==> src/rtl/irq_ctrl_pkg.sv <==
package irq_ctrl_pkg;

    localparam int unsigned BUS_DATA_W = 32;

    // Word index taken from byte offset bits [4:2]; software depends on these values.
    typedef enum logic [2:0] {
        RI_STATUS  = 3'd0,
        RI_PENDING = 3'd1,
        RI_ENABLE  = 3'd2,
        RI_ACK     = 3'd3,
        RI_EN_SET  = 3'd4,
        RI_EN_CLR  = 3'd5,
        RI_VECTOR  = 3'd6,
        RI_MASTER  = 3'd7
    } reg_idx_e;

    localparam int unsigned MST_GLOBAL_BIT = 0;
    localparam int unsigned MST_HWREQ_BIT  = 1;

endpackage

==> src/rtl/irq_capture_bank.sv <==
module irq_capture_bank #(
    parameter int unsigned NSRC = 32,
    parameter logic [NSRC-1:0] EDGE_MASK = '0
) (
    input  logic            clk,
    input  logic            rst_n,
    input  logic [NSRC-1:0] src_i,
    input  logic [NSRC-1:0] ack_i,
    output logic [NSRC-1:0] status_o
);

    typedef struct packed {
        logic [NSRC-1:0] status;
        logic [NSRC-1:0] prev;
    } cap_state_t;

    cap_state_t state_d, state_q;
    logic [NSRC-1:0] set_w;

    // Per-line capture variant chosen by the mask.
    for (genvar g = 0; g < NSRC; g++) begin : g_line
        if (EDGE_MASK[g]) begin : g_edge
            assign set_w[g] = src_i[g] & ~state_q.prev[g];
        end else begin : g_level
            assign set_w[g] = src_i[g];
        end
    end

    always_comb begin
        state_d        = state_q;
        state_d.prev   = src_i;
        // A new request beats an acknowledge in the same cycle.
        state_d.status = set_w | (state_q.status & ~ack_i);
    end

    always_ff @(posedge clk) begin
        if (!rst_n) begin
            state_q <= '0;
        end else begin
            state_q <= state_d;
        end
    end

    assign status_o = state_q.status;

    // an acknowledged bit without a competing request is gone next cycle
    a_r5_ack_clears: assert property (@(posedge clk) disable iff (!rst_n)
        1'b1 |=> ((state_q.status & $past(ack_i & ~set_w)) == '0));

    // latched bits persist until acknowledged
    a_r6_status_sticky: assert property (@(posedge clk) disable iff (!rst_n)
        1'b1 |=> ((state_q.status & $past(state_q.status & ~ack_i))
                  == $past(state_q.status & ~ack_i)));

    // a level line that is high always shows up as latched
    a_r7_level_sets: assert property (@(posedge clk) disable iff (!rst_n)
        1'b1 |=> ((state_q.status & $past(src_i & ~EDGE_MASK))
                  == $past(src_i & ~EDGE_MASK)));

endmodule

==> src/rtl/irq_lowest_finder.sv <==
module irq_lowest_finder #(
    parameter int unsigned W     = 32,
    parameter int unsigned IDX_W = (W > 1) ? $clog2(W) : 1
) (
    input  logic [W-1:0]     req_i,
    output logic             found_o,
    output logic [IDX_W-1:0] idx_o
);

    always_comb begin
        found_o = 1'b0;
        idx_o   = '0;
        // Scan downwards so the lowest index is the last to be written.
        for (int i = W - 1; i >= 0; i--) begin
            if (req_i[i]) begin
                found_o = 1'b1;
                idx_o   = IDX_W'(i);
            end
        end
    end

endmodule

==> src/rtl/irq_vector_ctrl.sv <==
module irq_vector_ctrl
    import irq_ctrl_pkg::*;
#(
    parameter int unsigned NSRC   = 32,
    parameter int unsigned ADDR_W = 5,
    parameter int unsigned DATA_W = BUS_DATA_W,
    parameter logic [NSRC-1:0] EDGE_MASK = 32'h0000_FFFF
) (
    input  logic              clk,
    input  logic              rst_n,
    input  logic [NSRC-1:0]   irq_src,
    input  logic [ADDR_W-1:0] bus_addr,
    input  logic              bus_wr,
    input  logic [DATA_W-1:0] bus_wdata,
    input  logic              bus_rd,
    output logic [DATA_W-1:0] bus_rdata,
    output logic              irq_out
);

    localparam int unsigned IDX_W = (NSRC > 1) ? $clog2(NSRC) : 1;

    typedef struct packed {
        logic [NSRC-1:0]   enable;
        logic [1:0]        master;
        logic [DATA_W-1:0] rdata;
    } ctl_state_t;

    ctl_state_t state_d, state_q;

    reg_idx_e          widx;
    logic [NSRC-1:0]   wmask;
    logic [NSRC-1:0]   ack_vec;
    logic [NSRC-1:0]   status;
    logic [NSRC-1:0]   pending;
    logic              vec_found;
    logic [IDX_W-1:0]  vec_idx;
    logic [DATA_W-1:0] vec_word;
    logic [DATA_W-1:0] rd_mux;

    assign widx    = reg_idx_e'(bus_addr[4:2]);
    assign wmask   = bus_wdata[NSRC-1:0];
    assign ack_vec = (bus_wr && widx == RI_ACK) ? wmask : '0;

    irq_capture_bank #(
        .NSRC      (NSRC),
        .EDGE_MASK (EDGE_MASK)
    ) u_capture (
        .clk      (clk),
        .rst_n    (rst_n),
        .src_i    (irq_src),
        .ack_i    (ack_vec),
        .status_o (status)
    );

    assign pending = status & state_q.enable;

    irq_lowest_finder #(
        .W     (NSRC),
        .IDX_W (IDX_W)
    ) u_finder (
        .req_i   (pending),
        .found_o (vec_found),
        .idx_o   (vec_idx)
    );

    assign vec_word = vec_found ? DATA_W'(vec_idx) : '1;

    always_comb begin
        unique case (widx)
            RI_STATUS:  rd_mux = DATA_W'(status);
            RI_PENDING: rd_mux = DATA_W'(pending);
            RI_ENABLE:  rd_mux = DATA_W'(state_q.enable);
            RI_VECTOR:  rd_mux = vec_word;
            RI_MASTER:  rd_mux = DATA_W'(state_q.master);
            default:    rd_mux = '0;
        endcase
    end

    always_comb begin
        state_d = state_q;
        if (bus_rd) begin
            state_d.rdata = rd_mux;
        end
        if (bus_wr) begin
            case (widx)
                RI_ENABLE: state_d.enable = wmask;
                RI_EN_SET: state_d.enable = state_q.enable | wmask;
                RI_EN_CLR: state_d.enable = state_q.enable & ~wmask;
                RI_MASTER: state_d.master = bus_wdata[1:0];
                default:   ;
            endcase
        end
    end

    always_ff @(posedge clk) begin
        if (!rst_n) begin
            state_q <= '0;
        end else begin
            state_q <= state_d;
        end
    end

    assign bus_rdata = state_q.rdata;
    assign irq_out   = state_q.master[MST_GLOBAL_BIT] & state_q.master[MST_HWREQ_BIT]
                       & (|pending);

    // direct load of the enable register
    a_r2_enable_load: assert property (@(posedge clk) disable iff (!rst_n)
        (bus_wr && widx == RI_ENABLE) |=> (state_q.enable == $past(wmask)));

    // set alias never drops a requested bit
    a_r3_set_or: assert property (@(posedge clk) disable iff (!rst_n)
        (bus_wr && widx == RI_EN_SET) |=>
            ((state_q.enable & $past(wmask)) == $past(wmask)));

    // clear alias removes every requested bit
    a_r4_clear_and: assert property (@(posedge clk) disable iff (!rst_n)
        (bus_wr && widx == RI_EN_CLR) |=> ((state_q.enable & $past(wmask)) == '0));

    // a master value lacking either bit silences the request
    a_r10_master_gate: assert property (@(posedge clk) disable iff (!rst_n)
        (bus_wr && widx == RI_MASTER && bus_wdata[1:0] != 2'b11) |=> !irq_out);

    // writes to read-only offsets leave control state alone
    a_r11_ro_write: assert property (@(posedge clk) disable iff (!rst_n)
        (bus_wr && (widx inside {RI_STATUS, RI_PENDING, RI_VECTOR})) |=>
            ($stable(state_q.enable) && $stable(state_q.master)));

    // the reported index is pending and no lower index is
    always_comb begin
        if (rst_n && vec_found) begin
            a_r9_idx_active: assert (pending[vec_idx]);
            a_r9_idx_lowest: assert ((pending & ~(pending - NSRC'(1)))
                                     == (NSRC'(1) << vec_idx));
        end
    end

endmodule

==> config.mk <==
export PLATFORM = sky130hd
export DESIGN_NAME = irq_vector_ctrl
export DESIGN_NICKNAME = d
export VERILOG_FILES = /design/src/rtl/irq_ctrl_pkg.sv /design/src/rtl/irq_capture_bank.sv /design/src/rtl/irq_lowest_finder.sv /design/src/rtl/irq_vector_ctrl.sv
export SDC_FILE = /design/constraint.sdc
export NUM_CORES = 1
export LEC_CHECK = 0
export BUFFER_PORTS_ARGS = -buffer_cell sky130_fd_sc_hd__buf_2
export CORE_MARGIN = 2
export CORE_UTILIZATION = 33
export CTS_BUF_LIST = sky130_fd_sc_hd__clkbuf_16
export CTS_CLUSTER_SIZE = 40
export DETAILED_ROUTE_END_ITERATION = 8
export PLACE_DENSITY = 0.53
export SLEW_MARGIN = 40
export SYNTH_ARGS = -nofsm -noshare
export SYNTH_HDL_FRONTEND = slang
export SYNTH_SLANG_ARGS = --single-unit
==> constraint.sdc <==
create_clock -name clk -period 1.8 [get_ports clk]
set_input_delay 0.18 -clock clk [delete_from_list [all_inputs] [get_ports clk]]
set_output_delay 0.18 -clock clk [all_outputs]
set_load 0.05 [all_outputs]
==> flow_metrics.env <==
export IMPL_status="finished with violations"
export IMPL_failed_checks="setup timing"
export IMPL_dpl_hpwl_microns=12700
export IMPL_ys_types=43
export IMPL_crit_arrival_ns=1.70
export IMPL_antenna_left=0
export IMPL_wl_microns=18100
export IMPL_rsz0062_at_grt="yes"
export IMPL_maxSlewViolCount=0
export IMPL_post_route_period_util=1.04
export IMPL_synth_nets=821
export IMPL_hold_class="in2reg"
export IMPL_synthFlopType="dfxtp_1"
export IMPL_antenna_found_initial=1
export IMPL_crit_required_ns=1.62
export IMPL_slew_headroom=0.705
export IMPL_die_w_microns=137
export IMPL_io_buffers=103
export IMPL_crit_path_max_fanout=2
export IMPL_drt_iter0_drc=422
export IMPL_place_gp_congestion=0.831
export IMPL_synthToLayoutAreaGrowth_pct=34.3
export IMPL_yosysSeqAreaShare=0.392
export IMPL_peakVddDrop_mv=0.704
export IMPL_grt_use_total=0.196
export IMPL_cp_end_kind="output pin"
export IMPL_powerDensity_mw_per_mm2=885
export IMPL_fin_hold_ws_ns=0.0143
export IMPL_slowest_stage="dfxtp_2"
export IMPL_wl_per_cell_microns=15.8
export IMPL_cellLeakagePower_uw=0.00313
export IMPL_synth_avg_cell_area_sq_um=7.79
export IMPL_grt_max_degree=47
export IMPL_cts_buffers=17
export IMPL_netlist_area_leader_share=0.392
export IMPL_core_sq_mm=0.0173
export IMPL_grt_pass1_vias=5270
export IMPL_path_clk_slew_ns=0.05
export IMPL_clkLatencyLatePin_ns=0.42
export IMPL_row_count=48
export IMPL_clock_path_buffers=2
export IMPL_n_fill_cell=1786
export IMPL_slowest_delay_ns=0.32
export IMPL_routed_via_count=5686
export IMPL_synth_async_reset_ratio=0
export IMPL_path_buf_inv=1
export IMPL_r2r_slack_ns=0.04
export IMPL_drive_gt1_frac=0.283
export IMPL_synth_top_area_cell="dfxtp_1"
export IMPL_finalSetupViolCount=1
export IMPL_die_area_sq_mm=0.0187
export IMPL_synth_area_sq_mm=0.00583
export IMPL_syn_inst=748
export IMPL_max_cap_violations=0
export IMPL_cts_sinks=114
export IMPL_ioPinCount=106
export IMPL_period_needed_ns=1.88
export IMPL_fmax_ghz=0.533
export IMPL_synth_seq_cells=114
export IMPL_synth_area_leaders="dfxtp_1, nor2b_1, nand2_1, o21ai_0, a21oi_1"
export IMPL_yosys_warnings=0
export IMPL_crit_family="simple AND/OR/NAND/NOR gates"
export IMPL_grt_pass1_wl_microns=28000
export IMPL_worstSetupPathType="reg2out"
export IMPL_skew_ns=0.0108
export IMPL_cts_root_buffer="clkbuf_16"
export IMPL_tightestPinTransition_ns=0.432
export IMPL_post_drt_via_cell_ratio=4.97
export IMPL_dieHeight_microns=137
export IMPL_firstDrtPassIters=5
export IMPL_cts_tree="done"
export IMPL_initial_core_util=0.337
export IMPL_setup_tns_final_ns=-0.0778
export IMPL_path_cells="a22oi_2 -> nand4_2 -> nor3_4 -> a21oi_2 -> buf_6"
export IMPL_final_nets=981
export IMPL_setup_slack_ns=-0.0778
export IMPL_h_tree_depth=4
export IMPL_finalHoldViolCount=0
export IMPL_grt_overflow=0
export IMPL_cp_start_kind="flip-flop"
export IMPL_synth_edff_count=0
export IMPL_drc_errors=0
-- worst min-delay path: cells and delay by family --
kind,cells,cell delay [ns]
and+or+nand+nor,1,0.09
AOI/OAI and AO/OA,1,0.04
buffers and inverters,1,0.09
-- layout by cell type (no fill, tap or decap), drive strengths merged, types with 2 or more instances in the layout --
| cell type | count |
|---|---|
| a221oi | 2 |
| a21boi | 4 |
| o211ai | 2 |
| o21ai | 97 |
| nand4 | 3 |
| nor2 | 30 |
| a22oi | 46 |
| a2111oi | 2 |
| a21oi | 72 |
| a32oi | 3 |
| dlygate4sd3 | 24 |
| or2 | 2 |
| bufinv | 2 |
| clkbuf | 18 |
| nand2 | 119 |
| clkinv | 8 |
| inv | 8 |
| nand2b | 5 |
| o2111ai | 2 |
| dfxtp | 114 |
| nand3 | 8 |
| buf | 191 |
| nor3 | 2 |
| and2 | 18 |
| nor2b | 117 |
| a32o | 4 |
| a22o | 4 |
| a211oi | 2 |
| a31oi | 3 |
-- layer usage --
metal  up-vias  global-route usage  routed length [microns]
met5         -                   0                        0
met4         0              0.0659                      246
met3        18              0.0463                      927
met2       157               0.304                     8250
met1      2641               0.269                     8680
li1       2870                   -                        -
-- final timing paths --
kind                startpoint                      to  cells after the start
hold reg to reg   bus_rdata[8]            bus_rdata[8]                      2
setup reg to reg   state_q[42]            bus_rdata[2]                      7
setup / recovery   state_q[42]                 irq_out                      5
hold / removal     irq_src[24]  u_capture.status_o[24]                      3
-- synth_stat cells (4+ instances only) --
| library cell | n |
|---|---|
| a21oi_1 | 72 |
| buf_4 | 36 |
| dfxtp_1 | 114 |
| buf_2 | 5 |
| nand2b_1 | 4 |
| nand2_1 | 119 |
| o21ai_0 | 84 |
| nor2b_1 | 117 |
| a32o_1 | 4 |
| a22o_1 | 4 |
| a22oi_1 | 42 |
| inv_1 | 5 |
| and2_1 | 18 |
| o21ai_2 | 10 |
| nor2_1 | 30 |
| clkbuf_1 | 32 |
| nand3_1 | 8 |
-- power breakdown --
part	total (uW)	switching [uW]	internal [uW]
Combinational	1060	572	486
Sequential	2740	85.6	2650
Clock	3130	1160	1960
Total	6920	1820	5100
-- kinds of logic (layout without fill, tap and decap cells) --
group	after synthesis	in the layout	synth area share
flip-flops	114	114	0.392
AO/OA/AOI/OAI	245	245	0.260
other	0	1	0
AND/OR/NAND/NOR	309	309	0.270
buffers and inverters	80	251	0.0784
-- flip-flops by register name, indices dropped and copies added (netlist names) --
signal	count
state_q	34
u_capture.status_o	32
bus_rdata	32
u_capture.state_q	16
-- cell type report --
| type | count | area (sq um) | share of cell area |
|---|---|---|---|
| Multi-Input combinational cell | 554 | 3200 | 0.409 |
| Sequential cell | 114 | 2290 | 0.292 |
| Timing Repair Buffer | 216 | 1500 | 0.192 |
| Clock buffer | 17 | 425 | 0.0544 |
| Tap cell | 225 | 282 | 0.0360 |
| Clock inverter | 13 | 105 | 0.0134 |
| Inverter | 5 | 18.8 | 0.00240 |
| Antenna cell | 1 | 2.50 | 0.000320 |
-- metrics by stage --
stage	cell area [sq um]	utilization	power (uW)	std cells	setup WS, ns
global route	7820	0.452	7220	1144	-0.144
finish	7830	0.452	6920	1145	-0.0778
floorplan	5830	-	3340	748	0.139
global placement	6860	0.397	3740	1083	0.0269
detailed placement	6860	0.397	3750	1083	0.00113
CTS	7690	0.445	6930	1140	-0.112
-- timing repair --
item                                    CTS  global route
setup buffers                             4             2
endpoints found under the setup margin    2            31
pin swaps                                 6             9
gates resized for setup                   9            36
cloned                                    0             2
hold buffers                             24             0
hold endpoints to repair                 24             0
(Power assumes the default switching activity.)
